`src/rtl/ref_sel_pkg.sv`:
```
package ref_sel_pkg;
  typedef enum logic [1:0] {
    MODE_FREE = 2'd0,
    MODE_ACQ  = 2'd1,
    MODE_LOCK = 2'd2,
    MODE_HOLD = 2'd3
  } mode_e;

  localparam logic [1:0] SW_MANUAL = 2'd0;
  localparam logic [1:0] SW_NONREV = 2'd1;
  localparam logic [1:0] SW_REV    = 2'd2;
endpackage

```
`src/rtl/ref_qualify.sv`:
```
module ref_qualify #(
  parameter int N_IN   = 4,
  parameter int PRIO_W = 4
) (
  input  logic [N_IN-1:0]        los_i,
  input  logic [N_IN-1:0]        oof_i,
  input  logic [N_IN-1:0]        oof_mask_i,
  input  logic [N_IN*PRIO_W-1:0] prio_i,
  output logic [N_IN-1:0]        valid_o,
  output logic [N_IN-1:0]        elig_o
);
  for (genvar g = 0; g < N_IN; g++) begin : g_in
    assign valid_o[g] = ~los_i[g] & (~oof_i[g] | oof_mask_i[g]);
    assign elig_o[g]  = valid_o[g] & (prio_i[g*PRIO_W +: PRIO_W] != '0);
  end
endmodule

```
`src/rtl/ref_prio_pick.sv`:
```
module ref_prio_pick #(
  parameter int N_IN   = 4,
  parameter int PRIO_W = 4,
  localparam int IDX_W = $clog2(N_IN)
) (
  input  logic [N_IN-1:0]        elig_i,
  input  logic [N_IN*PRIO_W-1:0] prio_i,
  output logic [IDX_W-1:0]       best_o,
  output logic                   any_o
);
  logic [PRIO_W-1:0] best_p;

  // strict compare keeps the lowest index on ties
  always_comb begin
    best_o = '0;
    best_p = '1;
    any_o  = 1'b0;
    for (int i = 0; i < N_IN; i++) begin
      if (elig_i[i] && (!any_o || prio_i[i*PRIO_W +: PRIO_W] < best_p)) begin
        best_o = IDX_W'(i);
        best_p = prio_i[i*PRIO_W +: PRIO_W];
        any_o  = 1'b1;
      end
    end
  end
endmodule

```
`src/rtl/ref_mode_fsm.sv`:
```
module ref_mode_fsm
  import ref_sel_pkg::*;
(
  input  logic  clk_i,
  input  logic  rst_ni,
  input  logic  avail_i,
  input  logic  switch_i,
  input  logic  force_hold_i,
  input  logic  hold_en_i,
  input  logic  hist_valid_i,
  input  logic  lock_i,
  output mode_e mode_o
);
  mode_e mode_q, mode_d, fallback;

  always_comb begin
    fallback = (hold_en_i && hist_valid_i) ? MODE_HOLD : MODE_FREE;
    mode_d   = mode_q;
    if (force_hold_i) begin
      mode_d = fallback;
    end else if (!avail_i) begin
      if (mode_q == MODE_ACQ || mode_q == MODE_LOCK) mode_d = fallback;
    end else if (switch_i) begin
      mode_d = MODE_ACQ;
    end else begin
      unique case (mode_q)
        MODE_FREE, MODE_HOLD: mode_d = MODE_ACQ;
        MODE_ACQ:             mode_d = lock_i ? MODE_LOCK : MODE_ACQ;
        MODE_LOCK:            mode_d = lock_i ? MODE_LOCK : MODE_ACQ;
        default:              mode_d = MODE_FREE;
      endcase
    end
  end

  always_ff @(posedge clk_i or negedge rst_ni) begin
    if (!rst_ni) mode_q <= MODE_FREE;
    else         mode_q <= mode_d;
  end

  assign mode_o = mode_q;
endmodule

```
`src/rtl/ref_select_top.sv`:
```
module ref_select_top
  import ref_sel_pkg::*;
#(
  parameter int N_IN   = 4,
  parameter int PRIO_W = 4,
  localparam int IDX_W = $clog2(N_IN)
) (
  input  logic                   clk_i,
  input  logic                   rst_ni,
  input  logic [N_IN-1:0]        los_i,
  input  logic [N_IN-1:0]        oof_i,
  input  logic [N_IN-1:0]        oof_mask_i,
  input  logic [N_IN*PRIO_W-1:0] prio_i,
  input  logic [1:0]             sw_mode_i,
  input  logic [IDX_W-1:0]       man_sel_i,
  input  logic                   force_hold_i,
  input  logic                   hold_en_i,
  input  logic                   hist_valid_i,
  input  logic                   lock_i,
  output logic [IDX_W-1:0]       active_o,
  output logic [1:0]             mode_o,
  output logic                   hold_stat_o
);
  logic [N_IN-1:0]  valid, elig;
  logic [IDX_W-1:0] best, act_q, act_d;
  logic             any_elig, manual, avail;
  mode_e            mode;

  ref_qualify #(.N_IN(N_IN), .PRIO_W(PRIO_W)) u_qual (
    .los_i(los_i), .oof_i(oof_i), .oof_mask_i(oof_mask_i), .prio_i(prio_i),
    .valid_o(valid), .elig_o(elig)
  );

  ref_prio_pick #(.N_IN(N_IN), .PRIO_W(PRIO_W)) u_pick (
    .elig_i(elig), .prio_i(prio_i), .best_o(best), .any_o(any_elig)
  );

  assign manual = (sw_mode_i != SW_NONREV) && (sw_mode_i != SW_REV);

  always_comb begin
    act_d = act_q;
    if (manual) begin
      act_d = man_sel_i;
      avail = valid[man_sel_i];
    end else begin
      avail = any_elig;
      if (any_elig && !(sw_mode_i == SW_NONREV && elig[act_q])) act_d = best;
    end
  end

  always_ff @(posedge clk_i or negedge rst_ni) begin
    if (!rst_ni) act_q <= '0;
    else         act_q <= act_d;
  end

  ref_mode_fsm u_fsm (
    .clk_i(clk_i), .rst_ni(rst_ni), .avail_i(avail), .switch_i(act_d != act_q),
    .force_hold_i(force_hold_i), .hold_en_i(hold_en_i),
    .hist_valid_i(hist_valid_i), .lock_i(lock_i), .mode_o(mode)
  );

  assign active_o    = act_q;
  assign mode_o      = mode;
  assign hold_stat_o = (mode == MODE_FREE) || (mode == MODE_HOLD);
endmodule

```
`config.mk`:
```
export PLATFORM = sky130hd
export DESIGN_NAME = ref_select_top
export DESIGN_NICKNAME = d
export VERILOG_FILES = /design/src/rtl/ref_sel_pkg.sv /design/src/rtl/ref_qualify.sv /design/src/rtl/ref_prio_pick.sv /design/src/rtl/ref_mode_fsm.sv /design/src/rtl/ref_select_top.sv
export SDC_FILE = /design/constraint.sdc
export NUM_CORES = 1
export LEC_CHECK = 0
export BUFFER_PORTS_ARGS = -buffer_cell sky130_fd_sc_hd__buf_2
export CORE_MARGIN = 2
export CORE_UTILIZATION = 44
export DETAILED_ROUTE_END_ITERATION = 10
export HOLD_SLACK_MARGIN = 0.12
export PLACE_DENSITY = 0.77
export SYNTH_ARGS = -nofsm -noshare
export SYNTH_HDL_FRONTEND = slang
export SYNTH_HIERARCHICAL = 1
export SYNTH_SLANG_ARGS = --single-unit
```
`constraint.sdc`:
```
create_clock -name clk_i -period 1.3 [get_ports clk_i]
set_input_delay 0.26 -clock clk_i [delete_from_list [all_inputs] [get_ports clk_i]]
set_output_delay 0.26 -clock clk_i [all_outputs]
set_load 0.02 [all_outputs]
```
==> results of run 1 <==
timing repair:
action                                  in CTS
endpoints found under the setup margin       5
cloned                                       0
endpoints found under the hold margin        4
hold buffers                                 1
resized for setup                           25
buffers inserted                            22
pin swaps                                   19
Yosys cell counts (all sizes together), types with 4 or more instances:
library cell,n
ha,8
dfrtp,4
nor2b,4
mux2,6
o21ai,10
nor2,8
nand2,7
a211oi,4
nand3,5
nor4,5
inv,17
a21oi,9
per-stage QoR:
stage	instances	setup WS (ns)	setup TNS, ns	hold WS [ns]	instance area (sq um)
2_1_floorplan	131	-3.31	-12.17	-0.0356	1140
3_3_place_gp	250	-3.53	-12.96	0.0631	1750
3_5_place_dp	250	-3.77	-13.79	0.0684	1750
4_1_cts	276	-3.48	-12.81	0.268	2070
layer usage:
metal | GRT overflow | global-route usage, %
met1 | 0 | 61.4
met2 | 0 | 80.6
met3 | 0 | 38.7
met4 | 1 | 64.5
met5 | 0 | 23.8
kinds of logic after synthesis:
logic type / share of synthesized area (%)
AND/OR/NAND/NOR: 23.0
flip-flops: 9.42
buffers and inverters: 7.54
multiplexers: 13.4
XOR/XNOR: 4.95
adder cells (fa/ha/maj): 10.5
AO/OA/AOI/OAI: 31.2
==> impl_metrics.csv, run 1 <==
group,metric,value,unit
status,status,"stopped before the end",
status,haltStage,"5_1_grt",
status,tool.error,"[ERROR GRT-0116] Global routing finished with congestion. Check the congestion regions in the DRC Viewer.",
global_route,grt_pass1_wl,11900,um
die,initial_utilization,47.1,%
synthesis,synth_ff_type,"dfrtp_1",
clock_tree,cts_made_buffers,3,
place,hpwlAfterDp,3100,um
synthesis,yosys.area.top_type,"dfrtp_1",
synthesis,ys_ff_latch,4,
clock_tree,clockBufferDepth,2,
synthesis,synth_edf_count,0,
die,die_width,53.1,um
global_route,overflow,1,
synthesis,syn_inst,131,
global_route,grt.total_usage,61.6,%
synthesis,synth_top_area_share,9.42,%
synthesis,yosysUniqueCellTypes,49,
clock_tree,cts_sinks,4,
synthesis,synth_area_leaders,"dfrtp_1 9.4%, ha_1 9.4%, mux2_4 8.5%",
clock_tree,cts-root-buf,"clkbuf_4",
synthesis,syn_area_per_cell,8.11,sq um
place,gp_congestion,0.927,
place,port_buffers,42,
global_route,grt_pass1_vias,2114,
clock_tree,htreeDepth,1,
synthesis,ys_async_sr_fraction,100,%
synthesis,syn-num-nets,177,
die,num_io_pins,43,
synthesis,syn_area,1060,sq um
die,die_h,53.1,um
global_route,grt_max_degree,11,
synthesis,yosys_warnings,6,
synthesis,yosysSeqAreaShare,9.42,%
die,rows,17,
==> inputs of run 2 (changes only) <==
--- a/config.mk
+++ b/config.mk
@@ -6,11 +6,10 @@
 export NUM_CORES = 1
 export LEC_CHECK = 0
 export BUFFER_PORTS_ARGS = -buffer_cell sky130_fd_sc_hd__buf_2
-export CORE_MARGIN = 2
-export CORE_UTILIZATION = 44
+export CORE_AREA = 2 2 63 65
 export DETAILED_ROUTE_END_ITERATION = 10
-export HOLD_SLACK_MARGIN = 0.12
-export PLACE_DENSITY = 0.77
+export DIE_AREA = 0 0 65 67
+export PLACE_DENSITY_LB_ADDON = 0.15
 export SYNTH_ARGS = -nofsm -noshare
 export SYNTH_HDL_FRONTEND = slang
 export SYNTH_HIERARCHICAL = 1
==> constraint.sdc (replaced) <==
create_clock -name clk_i -period 1.7 [get_ports clk_i]
set_input_delay 0.34 -clock clk_i [delete_from_list [all_inputs] [get_ports clk_i]]
set_output_delay 0.34 -clock clk_i [all_outputs]
set_load 0.02 [all_outputs]
==> run 2 against run 1 <==
The flow now finishes, with violations (negative setup slack). Synthesized area is the same. Synthesized cell count is the same.
==> impl_metrics.csv, run 2 <==
group,metric,value,unit
status,status,"finished with violations",
status,violations,"negative setup slack",
timing,whs,0.345,ns
min_path,hold_end,"u_fsm/mode_o[0]$_DFFE_PN0P_",
timing,fin_crit,4.67,ns
clock_tree,cts-root-buf,"clkbuf_8",
place,hpwlAfterDp,2800,um
cells_and_area,final_common_cell,"buf_4",
die,dieArea,4360,sq um
synthesis,yosysMostFrequentCell,"inv_1",
synthesis,yosysUniqueCellTypes,49,
detailed_routing,vias,1428,
flow_run,maxCapViolCount,0,
synthesis,syn_area_per_cell,8.11,sq um
timing,setup_ws,-2.97,ns
worst_setup_path,critPathKind,"in2reg",
clock_tree,clockBufferDepth,2,
cells_and_area,mostFrequentLayoutCells,"76 x buf_4, 40 x buf_2, 17 x inv_1",
min_path,hold_start,"lock_i",
global_route,grt.total_usage,18.0,%
timing,hold_violations,0,
cells_and_area,fin_util,59.2,%
worst_setup_path,cp-end-kind,"flop",
timing,worst_pin_slew,0.683,ns
clock_tree,cts_made_buffers,3,
clock_tree,insertion_delay,0.22,ns
worst_setup_path,rr_startpoint,"active_o[0]$_DFF_PN0_",
synthesis,synth_edf_count,0,
cells_and_area,fillers,336,
cells_and_area,final_layout_size_suffix_gt1_share,65.3,%
worst_setup_path,critPathSlowestCell,"mux2_4",
detailed_routing,drc,0,
detailed_routing,dr.pass1.iters,4,
pwr,ir_worst_vdd,0.278,mV
synthesis,yosys.area.top_type,"dfrtp_1",
global_route,grt_pass1_wl,6130,um
place,gp_congestion,0.871,
synthesis,ys_async_sr_fraction,100,%
timing,clock_skew,0.00551,ns
global_route,grt_pass1_vias,1482,
synthesis,syn_area,1060,sq um
pwr,powerDensity,537,nW/um^2
clock_tree,cts_sinks,4,
detailed_routing,wire_per_inst,12.1,um
die,core_region_area,3610,sq um
synthesis,synth_common_cells,"17 x inv_1, 9 x a21oi_1, 8 x ha_1",
cells_and_area,fin_nets,299,
cells_and_area,area_growth_syn_to_layout,101,%
worst_setup_path,required,1.85,ns
place,dp_cells,274,
cells_and_area,diodes,0,
detailed_routing,routed_via_density,4.78,
detailed_routing,wl,3620,um
global_route,overflow,0,
pwr,power,1.15,mW
synthesis,yosysSeqAreaShare,9.42,%
synthesis,yosys_warnings,6,
worst_setup_path,reg2regPathDepth,7,
synthesis,syn_inst,131,
timing,drv_slew,0,
timing,grt_setup_unrepaired,"true",
timing,finalSetupViolations,4,
timing,fmax,0.214,GHz
min_path,hold_class,"in2reg",
synthesis,synth_ff_type,"dfrtp_1",
synthesis,synth_top_area_share,9.42,%
clock_tree,cts_tree,"done",
synthesis,synth_area_leaders,"dfrtp_1 9.4%, ha_1 9.4%, mux2_4 8.5%",
worst_setup_path,critPathMaxStageDelay,0.33,ns
timing,finalCritPeriodShare,275,%
synthesis,syn-num-nets,177,
die,die_width,65,um
worst_setup_path,reg2reg_slack,0.23,ns
worst_setup_path,crit_top_cell,"o21ai_1",
min_path,holdPathStages,2,
worst_setup_path,cp-start-kind,"input pin",
cells_and_area,design_area,2140,sq um
global_route,grt_antenna_before_repair,0,
die,die_h,67,um
clock_tree,cts.clk_slew.worst_paths,0.03,ns
place,place_area,1800,sq um
clock_tree,htreeDepth,1,
cells_and_area,fin_cells,299,
die,rows,22,
synthesis,ys_ff_latch,4,
detailed_routing,drtAntennaViolNets,0,
place,port_buffers,42,
worst_setup_path,crit_fanout,4,
worst_setup_path,r2r_end,"u_fsm/mode_o[1]$_DFFE_PN0P_",
worst_setup_path,cp_data_arrival_time,4.82,ns
die,initial_utilization,29.5,%
die,num_io_pins,43,
global_route,grt_max_degree,11,
detailed_routing,drt_iter0_drc,17,
pwr,p_leak,1.04,nW
timing,relSlewSlack,54.2,%
==> run 2: cell counts after synthesis <==
No cell type changed its count.
==> run 2: cells by family after synthesis <==
| family | synth area share, % |
|---|---|
| buffers and inverters | 7.54 |
| muxes | 13.4 |
| and+or+nand+nor | 23.0 |
| DFF | 9.42 |
| adders and majority gates | 10.5 |
| AOI/OAI and AO/OA | 31.2 |
| xor gates and xnor gates | 4.95 |
==> run 2: layout make-up <==
class	count	area, sq um	share of cell area (%)
timing repair buffer	119	811	38.0
clock buffer	3	41.3	1.93
tap	48	60.1	2.81
multi-input combinational	108	1060	49.6
inverter	17	63.8	2.99
sequential	4	100	4.69
==> run 2: how the worst max path moves through the flow <==
| stage | start | end | slack (ns) | cells after the start |
|---|---|---|---|---|
| floorplan | prio_i[2] | u_fsm/mode_o[1]$_DFFE_PN0P_ | -2.99 | 30 |
| global placement | prio_i[2] | u_fsm/mode_o[1]$_DFFE_PN0P_ | -3.24 | 30 |
| detailed placement | prio_i[2] | u_fsm/mode_o[1]$_DFFE_PN0P_ | -3.32 | 30 |
| CTS | prio_i[1] | u_fsm/mode_o[1]$_DFFE_PN0P_ | -2.95 | 30 |
| global route | prio_i[0] | u_fsm/mode_o[1]$_DFFE_PN0P_ | -3.26 | 30 |
| finish | prio_i[0] | u_fsm/mode_o[1]$_DFFE_PN0P_ | -2.97 | 30 |
==> run 2: worst max-delay path, delay by kind of cell <==
family / cells / cell delay (ns)
xor gates and xnor gates: 1 / 0.18
buffers and inverters: 4 / 0.49
adders and majority gates: 3 / 0.84
and+or+nand+nor: 8 / 1.12
muxes: 1 / 0.33
AOI/OAI and AO/OA: 13 / 1.49
==> run 2: report_power, final <==
group	total (mW)	internal [mW]	switching, mW	leakage, nW
clock	0.207	0.152	0.0557	0.0216
sequential	0.150	0.115	0.0353	0.0472
combinational	0.790	0.433	0.357	0.967
total	1.15	0.699	0.448	1.04
==> run 2: layer usage <==
| layer | wire length (um) | GRT usage [%] |
|---|---|---|
| met1 | 1560 | 20.5 |
| met2 | 1850 | 33.5 |
| met3 | 164 | 2.70 |
| met4 | 53 | 7.18 |
| met5 | 0 | 0 |
==> run 2: repair_timing <==
item	4_1_cts	5_1_grt
setup buffers	22	2
endpoints found under the hold margin	4	0
hold buffers	1	0
resized for setup	15	11
endpoints found under the setup margin	4	4
pin swaps	24	11
==> run 2: per-stage QoR <==
step / setup TNS [ns] / setup WS [ns]
after global placement: -12.05 / -3.24
after CTS: -10.87 / -2.95
after floorplan: -10.89 / -2.99
after global routing: -11.88 / -3.26
final: -10.84 / -2.97
after detailed placement: -12.30 / -3.32
Note: power is estimated with default switching activity, not from simulation.
